**src/rtl/eau_pkg.sv**
```systemverilog
package eau_pkg;

  typedef struct packed {
    logic       indirect;
    logic [1:0] update;
    logic [3:0] off_code;
    logic [2:0] base_code;
  } postbyte_t;

  typedef enum logic [1:0] {
    MODE_PLAIN = 2'd0,
    MODE_FRAC  = 2'd1,
    MODE_EXT   = 2'd2,
    MODE_SEG   = 2'd3
  } addr_mode_e;

  typedef enum logic [1:0] {
    UPD_NONE        = 2'd0,
    UPD_INC_OFFSET  = 2'd1,
    UPD_DEC_BASE    = 2'd2,
    UPD_INC_BASE    = 2'd3
  } update_e;

  localparam logic [2:0] BASE_NONE   = 3'd7;
  localparam logic [3:0] OFF_IMM_B   = 4'd4;
  localparam logic [3:0] OFF_IMM_W   = 4'd5;
  localparam logic [3:0] OFF_ZERO    = 4'd6;
  localparam logic [3:0] OFF_LOOP    = 4'd7;

endpackage

```
**src/rtl/eau_rst_sync.sv**
```systemverilog
module eau_rst_sync (
  input  logic clk,
  input  logic rst_n_in,
  output logic rst_n_out
);

  logic stage1_q;
  logic stage2_q;

  always_ff @(posedge clk or negedge rst_n_in) begin
    if (!rst_n_in) begin
      stage1_q <= 1'b0;
      stage2_q <= 1'b0;
    end else begin
      stage1_q <= 1'b1;
      stage2_q <= stage1_q;
    end
  end

  assign rst_n_out = stage2_q;

endmodule

```
**src/rtl/eau_operand_mux.sv**
```systemverilog
module eau_operand_mux
  import eau_pkg::*;
#(
  parameter int AW = 20,
  parameter int BW = 10
) (
  input  logic [2:0]      base_code,
  input  logic [3:0]      off_code,
  input  logic            frac,
  input  logic [4*BW-1:0] acc_vals,
  input  logic [4*AW-1:0] idx_vals,
  input  logic [AW-1:0]   sp_s,
  input  logic [AW-1:0]   sp_u,
  input  logic [AW-1:0]   pc_val,
  input  logic [AW-1:0]   loop_val,
  input  logic [BW-1:0]   imm_byte,
  input  logic [AW-1:0]   imm_word,
  output logic [AW-1:0]   base_val,
  output logic            base_is_reg,
  output logic [AW-1:0]   off_val,
  output logic [AW-1:0]   off_reg_val,
  output logic [AW-1:0]   off_step,
  output logic            off_is_reg,
  output logic            off_is_acc
);

  localparam int PAD = AW - BW;
  localparam logic [AW-1:0] STEP_LOW  = AW'(1);
  localparam logic [AW-1:0] STEP_HIGH = AW'(1) << PAD;

  logic [AW-1:0] acc_ext [4];
  logic [AW-1:0] idx_full[4];
  logic [AW-1:0] idx_high[4];

  for (genvar i = 0; i < 4; i++) begin : g_unpack
    assign acc_ext[i]  = {{PAD{1'b0}}, acc_vals[i*BW +: BW]};
    assign idx_full[i] = idx_vals[i*AW +: AW];
    assign idx_high[i] = {{PAD{1'b0}}, idx_full[i][AW-1 -: BW]};
  end

  always_comb begin
    base_is_reg = (base_code != BASE_NONE);
    case (base_code)
      3'd0, 3'd1, 3'd2, 3'd3: base_val = idx_full[base_code[1:0]];
      3'd4:                   base_val = sp_s;
      3'd5:                   base_val = sp_u;
      3'd6:                   base_val = pc_val;
      default:                base_val = '0;
    endcase
  end

  always_comb begin
    off_val     = '0;
    off_reg_val = '0;
    off_step    = STEP_LOW;
    off_is_reg  = 1'b0;
    off_is_acc  = 1'b0;
    case (off_code[3:2])
      2'b00: begin
        off_val     = acc_ext[off_code[1:0]];
        off_reg_val = acc_ext[off_code[1:0]];
        off_is_reg  = 1'b1;
        off_is_acc  = 1'b1;
      end
      2'b01: begin
        case (off_code)
          OFF_IMM_B: off_val = {{PAD{1'b0}}, imm_byte};
          OFF_IMM_W: off_val = imm_word;
          OFF_ZERO:  off_val = '0;
          default: begin
            off_val     = loop_val;
            off_reg_val = loop_val;
            off_is_reg  = 1'b1;
          end
        endcase
      end
      2'b10: begin
        off_val     = frac ? idx_high[off_code[1:0]] : idx_full[off_code[1:0]];
        off_reg_val = idx_full[off_code[1:0]];
        off_is_reg  = 1'b1;
      end
      default: begin
        off_val     = idx_high[off_code[1:0]];
        off_reg_val = idx_full[off_code[1:0]];
        off_step    = STEP_HIGH;
        off_is_reg  = 1'b1;
      end
    endcase
  end

endmodule

```
**src/rtl/eau_addr_calc.sv**
```systemverilog
module eau_addr_calc
  import eau_pkg::*;
#(
  parameter int AW = 20,
  parameter int BW = 10
) (
  input  logic [1:0]    update,
  input  logic [AW-1:0] base_val,
  input  logic          base_is_reg,
  input  logic [AW-1:0] off_val,
  input  logic [AW-1:0] off_reg_val,
  input  logic [AW-1:0] off_step,
  input  logic          off_is_reg,
  input  logic          off_is_acc,
  output logic [AW-1:0] ea,
  output logic          base_wb_en,
  output logic [AW-1:0] base_wb_val,
  output logic          off_wb_en,
  output logic [AW-1:0] off_wb_val
);

  localparam int PAD = AW - BW;
  localparam logic [AW-1:0] ONE = AW'(1);

  logic [AW-1:0] base_eff;
  logic [AW-1:0] off_sum;
  logic          dec_base;
  logic          inc_base;

  always_comb begin
    dec_base    = (update == UPD_DEC_BASE);
    inc_base    = (update == UPD_INC_BASE);
    base_eff    = dec_base ? (base_val - ONE) : base_val;
    ea          = base_eff + off_val;
    base_wb_en  = base_is_reg && (dec_base || inc_base);
    base_wb_val = dec_base ? base_eff : (base_val + ONE);
    off_sum     = off_reg_val + off_step;
    off_wb_en   = off_is_reg && (update == UPD_INC_OFFSET);
    off_wb_val  = off_is_acc ? {{PAD{1'b0}}, off_sum[BW-1:0]} : off_sum;
  end

endmodule

```
**src/rtl/eau_seq.sv**
```systemverilog
module eau_seq
  import eau_pkg::*;
#(
  parameter int AW = 20,
  parameter int BW = 10
) (
  input  logic          clk,
  input  logic          rst_n,
  input  logic          req_valid,
  input  logic          req_indirect,
  input  logic          req_illegal,
  input  logic [AW-1:0] ea,
  input  logic [2:0]    base_sel,
  input  logic [3:0]    off_sel,
  input  logic          base_wb_en,
  input  logic [AW-1:0] base_wb_val,
  input  logic          off_wb_en,
  input  logic [AW-1:0] off_wb_val,
  input  logic          mem_rd_valid,
  input  logic [AW-1:0] mem_rd_data,
  output logic          busy,
  output logic          mem_rd_en,
  output logic [AW-1:0] mem_rd_addr,
  output logic          res_valid,
  output logic [AW-1:0] res_addr,
  output logic          res_illegal,
  output logic          wb_base_en,
  output logic [2:0]    wb_base_sel,
  output logic [AW-1:0] wb_base_val,
  output logic          wb_off_en,
  output logic [3:0]    wb_off_sel,
  output logic [AW-1:0] wb_off_val
);

  typedef enum logic {ST_IDLE = 1'b0, ST_FETCH = 1'b1} seq_state_e;

  seq_state_e    state_q, state_n;
  logic          valid_q, valid_n;
  logic          illegal_q, illegal_n;
  logic [AW-1:0] addr_q, addr_n;
  logic [AW-1:0] rd_addr_q;
  logic          bwe_q, owe_q;
  logic [2:0]    bsel_q;
  logic [3:0]    osel_q;
  logic [AW-1:0] bval_q, oval_q;

  logic accept;
  logic finish_fetch;
  logic load_req;
  logic load_result;

  always_comb begin
    accept       = req_valid && (state_q == ST_IDLE);
    finish_fetch = (state_q == ST_FETCH) && mem_rd_valid;
    load_req     = accept;
    load_result  = accept || finish_fetch;

    state_n   = state_q;
    valid_n   = 1'b0;
    illegal_n = illegal_q;
    addr_n    = addr_q;

    if (accept) begin
      illegal_n = req_illegal;
      if (req_illegal) begin
        valid_n = 1'b1;
        addr_n  = '0;
      end else if (req_indirect) begin
        state_n = ST_FETCH;
      end else begin
        valid_n = 1'b1;
        addr_n  = ea;
      end
    end else if (finish_fetch) begin
      state_n = ST_IDLE;
      valid_n = 1'b1;
      addr_n  = mem_rd_data;
    end
  end

  always_ff @(posedge clk or negedge rst_n) begin
    if (!rst_n) begin
      state_q <= ST_IDLE;
      valid_q <= 1'b0;
    end else begin
      state_q <= state_n;
      valid_q <= valid_n;
    end
  end

  always_ff @(posedge clk or negedge rst_n) begin
    if (!rst_n) begin
      illegal_q <= 1'b0;
      addr_q    <= '0;
    end else if (load_result) begin
      illegal_q <= illegal_n;
      addr_q    <= addr_n;
    end
  end

  always_ff @(posedge clk or negedge rst_n) begin
    if (!rst_n) begin
      rd_addr_q <= '0;
      bwe_q     <= 1'b0;
      owe_q     <= 1'b0;
      bsel_q    <= '0;
      osel_q    <= '0;
      bval_q    <= '0;
      oval_q    <= '0;
    end else if (load_req) begin
      rd_addr_q <= ea;
      bwe_q     <= base_wb_en && !req_illegal;
      owe_q     <= off_wb_en && !req_illegal;
      bsel_q    <= base_sel;
      osel_q    <= off_sel;
      bval_q    <= base_wb_val;
      oval_q    <= off_wb_val;
    end
  end

  assign busy        = (state_q == ST_FETCH);
  assign mem_rd_en   = (state_q == ST_FETCH);
  assign mem_rd_addr = rd_addr_q;
  assign res_valid   = valid_q;
  assign res_addr    = addr_q;
  assign res_illegal = illegal_q;
  assign wb_base_en  = valid_q && bwe_q;
  assign wb_base_sel = bsel_q;
  assign wb_base_val = bval_q;
  assign wb_off_en   = valid_q && owe_q;
  assign wb_off_sel  = osel_q;
  assign wb_off_val  = oval_q;

  AST_DIRECT_ONE_CYCLE:
    assert property (@(posedge clk) disable iff (!rst_n)
      (req_valid && !busy && (!req_indirect || req_illegal)) |=> res_valid);

  AST_INDIRECT_WAITS:
    assert property (@(posedge clk) disable iff (!rst_n)
      (req_valid && !busy && req_indirect && !req_illegal) |=> (mem_rd_en && !res_valid && mem_rd_addr == $past(ea)));

  AST_FETCH_HOLDS:
    assert property (@(posedge clk) disable iff (!rst_n)
      (mem_rd_en && !mem_rd_valid) |=> (mem_rd_en && !res_valid && $stable(mem_rd_addr)));

  AST_ILLEGAL_QUIET:
    assert property (@(posedge clk) disable iff (!rst_n)
      (res_valid && res_illegal) |-> (!wb_base_en && !wb_off_en && res_addr == '0 && !mem_rd_en));

  AST_NO_BASE_NONE_WB:
    assert property (@(posedge clk) disable iff (!rst_n)
      wb_base_en |-> (wb_base_sel != BASE_NONE));

  AST_OFF_WB_IS_REG:
    assert property (@(posedge clk) disable iff (!rst_n)
      wb_off_en |-> (wb_off_sel != OFF_IMM_B && wb_off_sel != OFF_IMM_W && wb_off_sel != OFF_ZERO));

  AST_ACC_WB_NARROW:
    assert property (@(posedge clk) disable iff (!rst_n)
      (wb_off_en && wb_off_sel[3:2] == 2'b00) |-> (wb_off_val[AW-1:BW] == '0));

endmodule

```
**src/rtl/ea_unit.sv**
```systemverilog
module ea_unit
  import eau_pkg::*;
#(
  parameter int AW = 20,
  parameter int BW = 10
) (
  input  logic            clk,
  input  logic            rst_n,
  input  logic            req_valid,
  input  logic [9:0]      req_postbyte,
  input  logic [1:0]      req_mode,
  input  logic [4*BW-1:0] acc_vals,
  input  logic [4*AW-1:0] idx_vals,
  input  logic [AW-1:0]   sp_s,
  input  logic [AW-1:0]   sp_u,
  input  logic [AW-1:0]   pc_val,
  input  logic [AW-1:0]   loop_val,
  input  logic [BW-1:0]   imm_byte,
  input  logic [AW-1:0]   imm_word,
  output logic            busy,
  output logic            mem_rd_en,
  output logic [AW-1:0]   mem_rd_addr,
  input  logic            mem_rd_valid,
  input  logic [AW-1:0]   mem_rd_data,
  output logic            res_valid,
  output logic [AW-1:0]   res_addr,
  output logic            res_illegal,
  output logic            wb_base_en,
  output logic [2:0]      wb_base_sel,
  output logic [AW-1:0]   wb_base_val,
  output logic            wb_off_en,
  output logic [3:0]      wb_off_sel,
  output logic [AW-1:0]   wb_off_val
);

  postbyte_t     pb;
  logic          rst_sync_n;
  logic          is_frac;
  logic          is_illegal;
  logic [AW-1:0] base_val, off_val, off_reg_val, off_step;
  logic          base_is_reg, off_is_reg, off_is_acc;
  logic [AW-1:0] ea;
  logic          base_wb_en, off_wb_en;
  logic [AW-1:0] base_wb_val, off_wb_val;

  assign pb         = postbyte_t'(req_postbyte);
  assign is_frac    = (req_mode == MODE_FRAC);
  assign is_illegal = (req_mode == MODE_EXT) || (req_mode == MODE_SEG);

  eau_rst_sync u_rst (
    .clk       (clk),
    .rst_n_in  (rst_n),
    .rst_n_out (rst_sync_n)
  );

  eau_operand_mux #(.AW(AW), .BW(BW)) u_mux (
    .base_code   (pb.base_code),
    .off_code    (pb.off_code),
    .frac        (is_frac),
    .acc_vals    (acc_vals),
    .idx_vals    (idx_vals),
    .sp_s        (sp_s),
    .sp_u        (sp_u),
    .pc_val      (pc_val),
    .loop_val    (loop_val),
    .imm_byte    (imm_byte),
    .imm_word    (imm_word),
    .base_val    (base_val),
    .base_is_reg (base_is_reg),
    .off_val     (off_val),
    .off_reg_val (off_reg_val),
    .off_step    (off_step),
    .off_is_reg  (off_is_reg),
    .off_is_acc  (off_is_acc)
  );

  eau_addr_calc #(.AW(AW), .BW(BW)) u_calc (
    .update      (pb.update),
    .base_val    (base_val),
    .base_is_reg (base_is_reg),
    .off_val     (off_val),
    .off_reg_val (off_reg_val),
    .off_step    (off_step),
    .off_is_reg  (off_is_reg),
    .off_is_acc  (off_is_acc),
    .ea          (ea),
    .base_wb_en  (base_wb_en),
    .base_wb_val (base_wb_val),
    .off_wb_en   (off_wb_en),
    .off_wb_val  (off_wb_val)
  );

  eau_seq #(.AW(AW), .BW(BW)) u_seq (
    .clk          (clk),
    .rst_n        (rst_sync_n),
    .req_valid    (req_valid),
    .req_indirect (pb.indirect),
    .req_illegal  (is_illegal),
    .ea           (ea),
    .base_sel     (pb.base_code),
    .off_sel      (pb.off_code),
    .base_wb_en   (base_wb_en),
    .base_wb_val  (base_wb_val),
    .off_wb_en    (off_wb_en),
    .off_wb_val   (off_wb_val),
    .mem_rd_valid (mem_rd_valid),
    .mem_rd_data  (mem_rd_data),
    .busy         (busy),
    .mem_rd_en    (mem_rd_en),
    .mem_rd_addr  (mem_rd_addr),
    .res_valid    (res_valid),
    .res_addr     (res_addr),
    .res_illegal  (res_illegal),
    .wb_base_en   (wb_base_en),
    .wb_base_sel  (wb_base_sel),
    .wb_base_val  (wb_base_val),
    .wb_off_en    (wb_off_en),
    .wb_off_sel   (wb_off_sel),
    .wb_off_val   (wb_off_val)
  );

endmodule

```
**config.mk**
```make
export PLATFORM = sky130hd
export DESIGN_NAME = ea_unit
export DESIGN_NICKNAME = d
export VERILOG_FILES = /design/src/rtl/eau_pkg.sv /design/src/rtl/eau_rst_sync.sv /design/src/rtl/eau_operand_mux.sv /design/src/rtl/eau_addr_calc.sv /design/src/rtl/eau_seq.sv /design/src/rtl/ea_unit.sv
export SDC_FILE = /design/constraint.sdc
export NUM_CORES = 1
export LEC_CHECK = 0
export BUFFER_PORTS_ARGS = -buffer_cell sky130_fd_sc_hd__clkbuf_2
export CORE_MARGIN = 2
export CORE_UTILIZATION = 30
export DETAILED_ROUTE_END_ITERATION = 8
export PLACE_DENSITY = 0.57
export SLEW_MARGIN = 10
export SYNTH_ARGS = -nofsm -noshare
export SYNTH_HDL_FRONTEND = slang
export SYNTH_HIERARCHICAL = 1
export SYNTH_SLANG_ARGS = --single-unit
```
**constraint.sdc**
```tcl
create_clock -name clk -period 5.4 [get_ports clk]
set_input_delay 1.08 -clock clk [delete_from_list [all_inputs] [get_ports clk]]
set_output_delay 1.08 -clock clk [all_outputs]
set_load 0.01 [all_outputs]
```
==> impl_metrics.csv <==
group,metric,value,unit
floorplanning,core,31600,um^2
synth,synth_top_area_share,24.4,%
run_status,status,"finished, final reports clean",
drt,avgRoutedWirePerCell,20.5,um
global_routing,grtUsageTotal,24.4,%
placement,io_buffers,358,
cells_and_area,areaGrowthSynthToFinish,38.4,%
clocking,insertion_delay,0.37,ns
drt,vias,10400,
floorplanning,die_h,183,um
synth,ys_seq_elements,94,
critical_path,required,5.63,ns
drt,top_layer,"met5",
min_path,hold_class,"flop to async pin",
placement,dp_worst_setup_slack,-0.535,ns
floorplanning,dieWidth,183,um
timing,setup_viol,0,
drt,drtIter0Drc,624,
synth,syn_area,9630,um^2
synth,ys_types,75,
placement,dp_hpwl,34.2,mm
global_routing,grt_pass1_vias,10500,
drt,met3WireLength,2.22,mm
drt,drtPass1Iterations,5,
clocking,ctsHtreeMaxLevel,3,
floorplanning,ioPinCount,359,
synth,yosys_warnings,6,
synth,synth_ff_type,"dfrtp_1",
global_routing,grt_pass1_wl,61.8,mm
cells_and_area,final_nets,1910,
timing,fin_ws,0.125,ns
synth,ys_seq_area_share,24.4,%
timing,grt_setup_unrepaired,"true",
flow_run,maxCapViolations,0,
synth,synth_cells,1135,
floorplanning,start_util,30.5,%
drt,met1_length,18.6,mm
global_routing,grt.overflow.total,0,
drt,ant_nets,0,
clocking,cts_tree,"done",
synth,syn_avg_cell_area,8.48,um^2
synth,synth_top_area_cell,"dfrtp_1",
timing,fin_crit_sh,97.7,%
global_routing,grt_max_degree,62,
timing,hold_viol_final,0,
critical_path,critPathMaxFanout,4,
power_and_ir_drop,powerDensity,255,nW/um^2
clocking,clockBufferDepth,2,
clocking,cts_inserted_buffers,9,
critical_path,crit_path_start_kind,"input pin",
timing,fin_setup_tns,0,ns
floorplanning,dieArea,33500,um^2
critical_path,arrival,5.51,ns
timing,maxSlewViolCount,0,
synth,synth_area_leaders,"dfrtp_1, nand2_1, mux4_2",
clocking,clock-sinks,94,
synth,synth_edf_count,0,
cells_and_area,drive_above_1_share,40.9,%
drt,drc,0,
power_and_ir_drop,ir_drop,0.150,mV
timing,slew_headroom,31.2,%
power_and_ir_drop,p_leak,6.97,nW
drt,wl_met2,19.8,mm
placement,gp_congestion,0.936,
drt,routed_wl,41.2,mm
timing,fmax,190,MHz
timing,min_period,5.28,ns
critical_path,critPathKind,"input pin to flop",
clocking,postCtsHoldBufs,0,
global_routing,antenna_found_initial,5,
timing,fin_skew,0.0111,ns
critical_path,crit_path_end_kind,"flop",
floorplanning,num_rows,65,
drt,vias_per_cell,5.16,
timing,worst_slew_pin_slew,1.02,ns
clocking,clockRootBuffer,"clkbuf_16",
clocking,cts.reportedPaths.clkPinSlew,0.07,ns
synth,async_flop_share,100,%
## cell usage after synthesis (7+ instances only)
master       n
a22oi_1     30
a21oi_1     72
a21o_1      21
nand3_1     13
a2bb2oi_1   20
a22o_1      10
mux4_1       7
buf_2       27
nand4_1     16
mux4_2      33
a222oi_1    10
nand2_1    258
mux2_2      22
buf_1        7
nor3_1      14
dfrtp_1     94
nand2b_1     7
o21ai_0     28
a31oi_1      8
inv_1       45
buf_4       22
nor2_1      49
xnor2_1     38
nor4bb_1    21
nor2b_1     12
o21a_1       8
and3_1       7
mux2i_1     50
ha_1        44
xor2_1      27
clkbuf_1    37
## logic make-up after synthesis
| kind of cell | count (synthesis) | share of synthesized area (%) |
|---|---|---|
| other cells | 2 | 0.0780 |
| xor+xnor | 65 | 5.91 |
| fa+ha+maj | 46 | 6.13 |
| compound gates | 233 | 16.4 |
| mux | 112 | 17.4 |
| flops | 94 | 24.4 |
| buf+inv | 145 | 7.50 |
| simple gates | 438 | 22.1 |
## per-stage QoR
stage | utilization, % | instances | total power, W | area (um^2) | hold WS, ns
final | 42.2 | 2009 | 0.00339 | 13300 | 0.302
after global routing | 42.2 | 2008 | 0.00363 | 13300 | 0.355
after CTS | 41.8 | 2004 | 0.00340 | 13200 | 0.330
after detailed placement | 40.2 | 1968 | 0.00268 | 12700 | 0.325
after global placement | 40.2 | 1968 | 0.00267 | 12700 | 0.324
after floorplan | - | 1152 | 0.00192 | 9790 | 0.331
## critical path, stage by stage
cell,delay [ns]
clkbuf_8,0.13
mux4_2,0.53
nor2_4,0.13
a21oi_2,0.06
inv_2,0.08
ha_2,0.17
or4bb_4,0.47
or3_4,0.38
or3b_4,0.43
xnor2_2,0.16
ha_1,0.29
a21o_1,0.16
a21oi_1,0.12
nor2b_1,0.09
a31oi_4,0.17
a21oi_2,0.08
buf_4,0.14
buf_4,0.11
buf_4,0.13
nand4_1,0.08
nand4_1,0.11
nor4bb_2,0.18
a21oi_1,0.12
mux2i_1,0.09
## final timing paths
kind | startpoint | to | slack (ns) | cells after the start
max in group asynchronous | u_rst/rst_n_out | u_seq/wb_off_val[1] | 3.89 | 1
min in group clk | u_rst/stage1_q | u_rst/rst_n_out | 0.36 | 0
worst max register to register | u_seq/busy | u_seq/res_addr[18] | 2.83 | 5
worst min register to register | u_rst/rst_n_out | u_seq/res_addr[11] | 0.30 | 0
worst max-delay path | req_postbyte[0] | u_seq/res_addr[19] | 0.12 | 24
worst min-delay path | u_rst/rst_n_out | u_seq/res_addr[11] | 0.30 | 0
## layout by cell type (no fill, tap or decap), types with 4 or more instances in the layout
cell	count
clkbuf_2	357
nand2_1	258
buf_4	173
dfrtp_1	93
a21oi_1	67
mux2i_1	50
nor2_1	45
inv_1	43
ha_1	43
xnor2_1	35
mux4_2	33
a22oi_1	30
o21ai_0	27
xor2_1	26
mux2_2	22
a21o_1	21
conb_1	19
a2bb2oi_1	18
nor4bb_1	17
nand4_1	16
nand3_1	13
nor2b_1	11
nor3_1	11
a22o_1	10
a222oi_1	10
clkbuf_16	9
o21a_1	8
and3_1	7
a31oi_1	7
mux4_1	7
nand2b_1	6
and2_1	6
a21oi_2	5
diode_2	4
or4_1	4
nor4bb_2	4
## cell type report
class,instances,area (um^2)
Fill cell,3304,18200
Multi-Input combinational cell,913,6820
Timing Repair Buffer,535,3170
Sequential cell,94,2360
Tap cell,402,503
Clock buffer,10,229
Inverter,45,169
Clock inverter,6,68.8
Antenna cell,4,10.0
## flip-flops by register name (all words and copies together) (netlist names)
register           cells
u_seq/res_valid        1
u_seq/wb_off_sel       4
u_seq/res_illegal      1
u_rst/rst_n_out        1
u_rst/stage1_q         1
u_seq/mem_rd_addr     20
u_seq/wb_base_sel      3
u_seq/wb_base_val     20
u_seq/owe_q            1
u_seq/res_addr        20
u_seq/busy             1
u_seq/bwe_q            1
u_seq/wb_off_val      20
## routing by layer
metal	vias to the layer above	GRT usage (%)
met5	-	0
met1	4988	32.3
met4	2	5.73
met3	28	4.03
met2	376	41.7
li1	4972	-
## timing repair
action	4_1_cts	5_1_grt
pin swaps	9	6
setup endpoints to repair	1	10
setup buffers	20	1
endpoints found under the hold margin	0	0
resized for setup	8	26
## where the power goes
part / internal (W) / switching, W
Combinational: 0.000800 / 0.000935
Clock: 0.000364 / 0.000303
Sequential: 0.000879 / 0.000111
Note: power is estimated with default switching activity, not from simulation.
